==> src/rtl/tach_qual_pkg.sv <==
// Shared constants and the register address map for the tach qualifier.
// Assumes a 2-bit association field and an 8-bit register port.
package tach_qual_pkg;
    localparam int SEL_W   = 2;
    localparam int TEMP_W  = 4;
    localparam logic [7:0]        ASSOC_RST  = 8'hA4;
    localparam logic [TEMP_W-1:0] TEMPEN_RST = 4'hE;

    typedef enum logic [1:0] {
        REG_ASSOC  = 2'd0,
        REG_TIEN   = 2'd1,
        REG_TEMPEN = 2'd2,
        REG_STATUS = 2'd3
    } reg_addr_e;
endpackage

==> src/rtl/tach_cfg_regs.sv <==
// Configuration registers: tach association, tach enables, temperature
// enables and the lock. Assumes NUM_TACH*SEL_W <= DATA_W.
module tach_cfg_regs
    import tach_qual_pkg::*;
#(
    parameter int NUM_TACH = 4,
    parameter int DATA_W   = 8,
    localparam int ASSOC_W = NUM_TACH * SEL_W
) (
    input  logic                clk,
    input  logic                rst_n,
    input  logic                wr_en,
    input  logic [1:0]          addr,
    input  logic [DATA_W-1:0]   wdata,
    input  logic                lock_req,
    output logic [ASSOC_W-1:0]  assoc_o,
    output logic [NUM_TACH-1:0] tien_o,
    output logic [TEMP_W-1:0]   tempen_o,
    output logic                lock_o
);
    logic cfg_we;
    assign cfg_we = wr_en && !lock_o;

    // Latch the lock; only reset clears it.
    always_ff @(posedge clk) begin
        if (!rst_n)        lock_o <= 1'b0;
        else if (lock_req) lock_o <= 1'b1;
    end

    // Configuration writes, blocked while locked.
    always_ff @(posedge clk) begin
        if (!rst_n) begin
            assoc_o  <= ASSOC_RST[ASSOC_W-1:0];
            tien_o   <= '0;
            tempen_o <= TEMPEN_RST;
        end else if (cfg_we) begin
            case (addr)
                REG_ASSOC:  assoc_o  <= wdata[ASSOC_W-1:0];
                REG_TIEN:   tien_o   <= wdata[NUM_TACH-1:0];
                REG_TEMPEN: tempen_o <= wdata[TEMP_W-1:0];
                default: ;
            endcase
        end
    end


    lock_persist_chk: assert property (@(posedge clk) disable iff (!rst_n)
        lock_o |=> lock_o);

    locked_cfg_stable_chk: assert property (@(posedge clk) disable iff (!rst_n)
        lock_o |=> ($stable(assoc_o) && $stable(tien_o) && $stable(tempen_o)));
endmodule

==> src/rtl/tach_fault_gate.sv <==
// Per-tach fault qualification: selects the associated PWM and drops the
// fault on zero duty, fan off, all-ones limit, reserved code or tach disable.
// Assumes codes at or above NUM_PWM are unassociated.
module tach_fault_gate
    import tach_qual_pkg::*;
#(
    parameter int NUM_TACH = 4,
    parameter int NUM_PWM  = 3,
    parameter int DUTY_W   = 8,
    parameter int LIMIT_W  = 16
) (
    input  logic [NUM_TACH*SEL_W-1:0]   assoc_i,
    input  logic [NUM_TACH-1:0]         tien_i,
    input  logic [NUM_PWM*DUTY_W-1:0]   pwm_duty,
    input  logic [NUM_PWM-1:0]          fan_en,
    input  logic [NUM_TACH-1:0]         tach_fault,
    input  logic [NUM_TACH*LIMIT_W-1:0] tach_min,
    output logic [NUM_TACH-1:0]         qual_o
);
    for (genvar t = 0; t < NUM_TACH; t++) begin : g_tach
        logic [SEL_W-1:0] sel;
        logic             pwm_live;
        logic             limit_off;
        assign sel       = assoc_i[t*SEL_W +: SEL_W];
        assign limit_off = (tach_min[t*LIMIT_W +: LIMIT_W] == '1);

        // Running state of the associated PWM; reserved codes match nothing.
        always_comb begin
            pwm_live = 1'b0;
            for (int p = 0; p < NUM_PWM; p++) begin
                if (sel == SEL_W'(p))
                    pwm_live = (pwm_duty[p*DUTY_W +: DUTY_W] != '0) && fan_en[p];
            end
        end

        assign qual_o[t] = tach_fault[t] && tien_i[t] && pwm_live && !limit_off;
    end
endmodule

==> src/rtl/tach_status_bank.sv <==
// Sticky status bits with clear-on-read; a same-cycle fault wins over clear.
module tach_status_bank #(
    parameter int NUM_TACH = 4
) (
    input  logic                clk,
    input  logic                rst_n,
    input  logic [NUM_TACH-1:0] qual_i,
    input  logic                clr_i,
    output logic [NUM_TACH-1:0] status_o
);
    // Hold, clear on read, then merge new qualified faults.
    always_ff @(posedge clk) begin
        if (!rst_n) status_o <= '0;
        else        status_o <= (clr_i ? '0 : status_o) | qual_i;
    end


    sticky_hold_chk: assert property (@(posedge clk) disable iff (!rst_n)
        !clr_i |=> ((status_o & $past(status_o)) == $past(status_o)));

    set_needs_qual_chk: assert property (@(posedge clk) disable iff (!rst_n)
        (qual_i == '0) |=> ((status_o & ~$past(status_o)) == '0));
endmodule

==> src/rtl/tach_irq_qual.sv <==
// Top of the tach interrupt qualifier: register port, configuration,
// fault gating and sticky status. Read data is combinational on addr.
module tach_irq_qual
    import tach_qual_pkg::*;
#(
    parameter int NUM_TACH = 4,
    parameter int NUM_PWM  = 3,
    parameter int DUTY_W   = 8,
    parameter int LIMIT_W  = 16,
    parameter int DATA_W   = 8
) (
    input  logic                        clk,
    input  logic                        rst_n,
    input  logic                        wr_en,
    input  logic                        rd_en,
    input  logic [1:0]                  addr,
    input  logic [DATA_W-1:0]           wdata,
    output logic [DATA_W-1:0]           rdata,
    input  logic                        lock_req,
    input  logic [NUM_PWM*DUTY_W-1:0]   pwm_duty,
    input  logic [NUM_PWM-1:0]          fan_en,
    input  logic [NUM_TACH-1:0]         tach_fault,
    input  logic [NUM_TACH*LIMIT_W-1:0] tach_min,
    output logic [NUM_TACH-1:0]         status
);
    localparam int ASSOC_W = NUM_TACH * SEL_W;

    logic [ASSOC_W-1:0]  assoc;
    logic [NUM_TACH-1:0] tien;
    logic [TEMP_W-1:0]   tempen;
    logic                locked;
    logic [NUM_TACH-1:0] qual;
    logic                rd_status;

    assign rd_status = rd_en && (addr == REG_STATUS);

    tach_cfg_regs #(.NUM_TACH(NUM_TACH), .DATA_W(DATA_W)) u_cfg (
        .clk(clk), .rst_n(rst_n), .wr_en(wr_en), .addr(addr), .wdata(wdata),
        .lock_req(lock_req), .assoc_o(assoc), .tien_o(tien),
        .tempen_o(tempen), .lock_o(locked)
    );

    tach_fault_gate #(.NUM_TACH(NUM_TACH), .NUM_PWM(NUM_PWM),
                      .DUTY_W(DUTY_W), .LIMIT_W(LIMIT_W)) u_gate (
        .assoc_i(assoc), .tien_i(tien), .pwm_duty(pwm_duty), .fan_en(fan_en),
        .tach_fault(tach_fault), .tach_min(tach_min), .qual_o(qual)
    );

    tach_status_bank #(.NUM_TACH(NUM_TACH)) u_stat (
        .clk(clk), .rst_n(rst_n), .qual_i(qual), .clr_i(rd_status),
        .status_o(status)
    );

    // Read mux; unused upper bits read zero.
    always_comb begin
        case (addr)
            REG_ASSOC:  rdata = DATA_W'(assoc);
            REG_TIEN:   rdata = DATA_W'(tien);
            REG_TEMPEN: rdata = DATA_W'(tempen);
            default:    rdata = DATA_W'(status);
        endcase
    end


    status_clear_chk: assert property (@(posedge clk) disable iff (!rst_n)
        (rd_status && qual == '0) |=> (status == '0));

    lock_write_ignored_chk: assert property (@(posedge clk) disable iff (!rst_n)
        (locked && wr_en && addr == REG_ASSOC) |=> $stable(rdata) || addr != REG_ASSOC);
endmodule

==> config.mk <==
export PLATFORM = sky130hd
export DESIGN_NAME = tach_irq_qual
export DESIGN_NICKNAME = d
export VERILOG_FILES = /design/src/rtl/tach_qual_pkg.sv /design/src/rtl/tach_cfg_regs.sv /design/src/rtl/tach_fault_gate.sv /design/src/rtl/tach_status_bank.sv /design/src/rtl/tach_irq_qual.sv
export SDC_FILE = /design/constraint.sdc
export NUM_CORES = 1
export LEC_CHECK = 0
export ABC_CLOCK_PERIOD_IN_PS = 4400
export BUFFER_PORTS_ARGS = -buffer_cell sky130_fd_sc_hd__buf_4
export CAP_MARGIN = 10
export CELL_PAD_IN_SITES_DETAIL_PLACEMENT = 1
export CELL_PAD_IN_SITES_GLOBAL_PLACEMENT = 1
export CORE_MARGIN = 2
export CORE_UTILIZATION = 26
export DETAILED_ROUTE_END_ITERATION = 8
export PLACE_DENSITY = 0.84
export SYNTH_ARGS = -nofsm -noshare
export SYNTH_HDL_FRONTEND = slang
export SYNTH_SLANG_ARGS = --single-unit
export TNS_END_PERCENT = 30
==> constraint.sdc <==
create_clock -name clk -period 4.4 [get_ports clk]
set_input_delay 1.1 -clock clk [delete_from_list [all_inputs] [get_ports clk]]
set_output_delay 1.1 -clock clk [all_outputs]
set_load 0.02 [all_outputs]
==> impl_metrics.json <==
{
  "grt_pass1_vias": 1656,
  "initial_core_util_pct": 27.07,
  "r2r_start": "u_cfg.lock_o",
  "worst_pin_slew_ns": 0.5889,
  "crit_family": "multiplexers",
  "place_inst": 326,
  "critPathMaxStageDelay_ns": 0.53,
  "numCtsBuffers": 3,
  "critPathLaunchType": "input pin",
  "end_kind": "primary output",
  "clock-sinks": 21,
  "final_max_slew_viol_count": 0,
  "critical_path_class": "in -> out",
  "fin_skew_ns": 0.004051,
  "fin_cells": 330,
  "slew_headroom_pct": 60.52,
  "grt_first_pass_wirelength_um": 7472,
  "synthesis.nets": 253,
  "synthCells": 143,
  "finalWeightedCongestion": 0.6982,
  "power_density_nw_per_um2": 197.2,
  "grt_use_total_pct": 17.60,
  "synth_edf_count": 0,
  "cp_slowest_cell": "mux4_2",
  "worstPathRequired_ns": 3.30,
  "clkLatencyLatePin_ns": 0.26,
  "finalSetupTns_ns": 0,
  "cts_tree": "built",
  "ios": 122,
  "startpoint": "addr[0]",
  "wl_um": 5136,
  "die_w_um": 74.13,
  "clockBufferDepth": 2,
  "grt_max_degree": 22,
  "rsz0062_at_grt": "false",
  "hpwl_um": 4262,
  "dr.pass1.iters": 4,
  "htree_levels": 1,
  "drive_gt1_share_pct": 52.09,
  "hold-worst-slack_ns": 0.4646,
  "synth_top_flop_cell": "dfxtp_1",
  "cp_num_cells": 3,
  "n_antenna_cell": 0,
  "die-area_um2": 5495,
  "die_h_um": 74.13,
  "cpMostUsedCell": "buf_4",
  "path_max_fanout": 10,
  "remaining_drc_errors": 0,
  "syn_area_per_cell_um2": 8.942,
  "portBuffers": 121,
  "cts_resized": 0,
  "path_clk_slew_ns": 0.07,
  "wl_per_cell_um": 15.56,
  "min_path_type": "reg -> reg",
  "netlist_area_um2": 1279,
  "routed_via_density": 5.039,
  "final_area_um2": 2295,
  "cts-root-buf": "clkbuf_8",
  "r2r_cells": 4,
  "hp-start": "u_cfg.lock_o",
  "power_mw": 0.4525,
  "status": "finished, final reports clean",
  "peakVddDrop_mv": 0.2099,
  "min_path_cells": 1,
  "min_period_ns": 3.083,
  "synth_top_cell_by_area": "dfxtp_1",
  "ys_types": 26,
  "path_cells": "buf_4, mux4_2, buf_4",
  "hold_viol": 0,
  "cap_violations": 0,
  "yosysSeqAreaShare_pct": 32.88,
  "ys_ff_latch": 21,
  "syn_to_final_growth_pct": 79.45,
  "synth.most_common_cell": "nand2_1",
  "cp_num_buf_inv": 2,
  "finalCritPeriodShare_pct": 70.06,
  "layout.nets": 374,
  "post_cts_buffers": 0,
  "synth_area_leaders": "dfxtp_1 (33%), nand4_1 (7.8%), mux4_2 (7.0%), nand2_1 (6.8%), mux2i_1 (6.3%)",
  "vias": 1663,
  "drtIter0Drc": 26,
  "setup-violations-final": 0,
  "grt_overflow": 0,
  "yosysTopAreaCellShare_pct": 32.88,
  "clock.fmax_ghz": 0.3244,
  "crit_arrival_ns": 1.98,
  "antenna_found_initial": 0,
  "coreArea_um2": 4723,
  "rows": 25,
  "yosys_warnings": 0,
  "dpl-instance-area_um2": 2250,
  "synthArstFlopShare_pct": 0,
  "p_leak_nw": 0.9779,
  "yosys-top-cells-count": "nand2_1 (23), dfxtp_1 (21), nand4_1 (16)",
  "drtAntennaViolNets": 0,
  "hold_buffers": 0
}
## flip-flops by register name, summed over array words and instances, names as in the netlist
name             cells
u_cfg.tien_o         4
u_cfg.tempen_o       4
u_cfg.lock_o         1
u_stat.status_o      4
u_cfg.assoc_o        8
## stage by stage
step                      utilization, %  setup slack (ns)
after floorplan                        -             1.407
after global placement             47.63             1.341
after detailed placement           47.63             1.321
after CTS                          48.58             1.321
after global routing               48.58             1.302
final                              48.58             1.317
## layout make-up
cell class	instances	area [um2]
Multi-Input combinational cell	117	837.1
Tap cell	67	83.83
Timing Repair Buffer	121	908.4
Sequential cell	21	420.4
Fill cell	593	2429
Clock buffer	4	45.04
## placed cells by master (no fill, tap or decap), drive strengths merged, types with 2 or more instances in the layout
cell / Yosys / routed
nand2: 23 / 23
dfxtp: 21 / 21
nand3b: 4 / 4
clkbuf: 3 / 4
o21ai: 3 / 3
nor2b: 5 / 5
nand4: 16 / 16
buf: 2 / 121
mux4: 4 / 4
a21oi: 4 / 4
o2111a: 4 / 4
and2: 8 / 8
nor3b: 2 / 2
nor4: 4 / 4
mux2i: 8 / 8
or4: 6 / 6
a211oi: 4 / 4
a21boi: 5 / 5
nand3: 12 / 12
## power breakdown
| group | leakage (nW) | internal (mW) | switching [mW] |
|---|---|---|---|
| Combinational | 0.784 | 0.0824 | 0.0434 |
| Sequential | 0.171 | 0.196 | 0.00556 |
| Clock | 0.0228 | 0.0646 | 0.0610 |
## worst paths after layout
path,endpoint,slack (ns)
worst min-delay path,u_cfg.lock_o,0.46
worst max-delay path,rdata[0],1.32
worst min register to register,u_cfg.lock_o,0.46
worst max register to register,u_cfg.assoc_o[1],3.00
## layer usage
metal	track usage [%]	up-vias	wire (um)
met5	0	-	0
li1	-	792	-
met3	5.827	12	542
met1	18.29	783	1831
met4	6.263	0	95
met2	32.84	76	2665
## worst reg2reg max path: stages, from the launching register on
cell and delay, ns:
dfxtp_1 0.31, nand2b_1 0.23, nor3_2 0.49, nand2_1 0.16
a21boi_1 0.15
## logic make-up after synthesis
kind of cell           after synthesis  synth area share (%)
AO/OA/AOI/OAI                       21                 12.43
buffers and inverters                5                 1.663
flip-flops                          21                 32.88
multiplexers                        12                 13.31
AND/OR/NAND/NOR                     84                 39.73
Power figures use the tool's default switching activity.
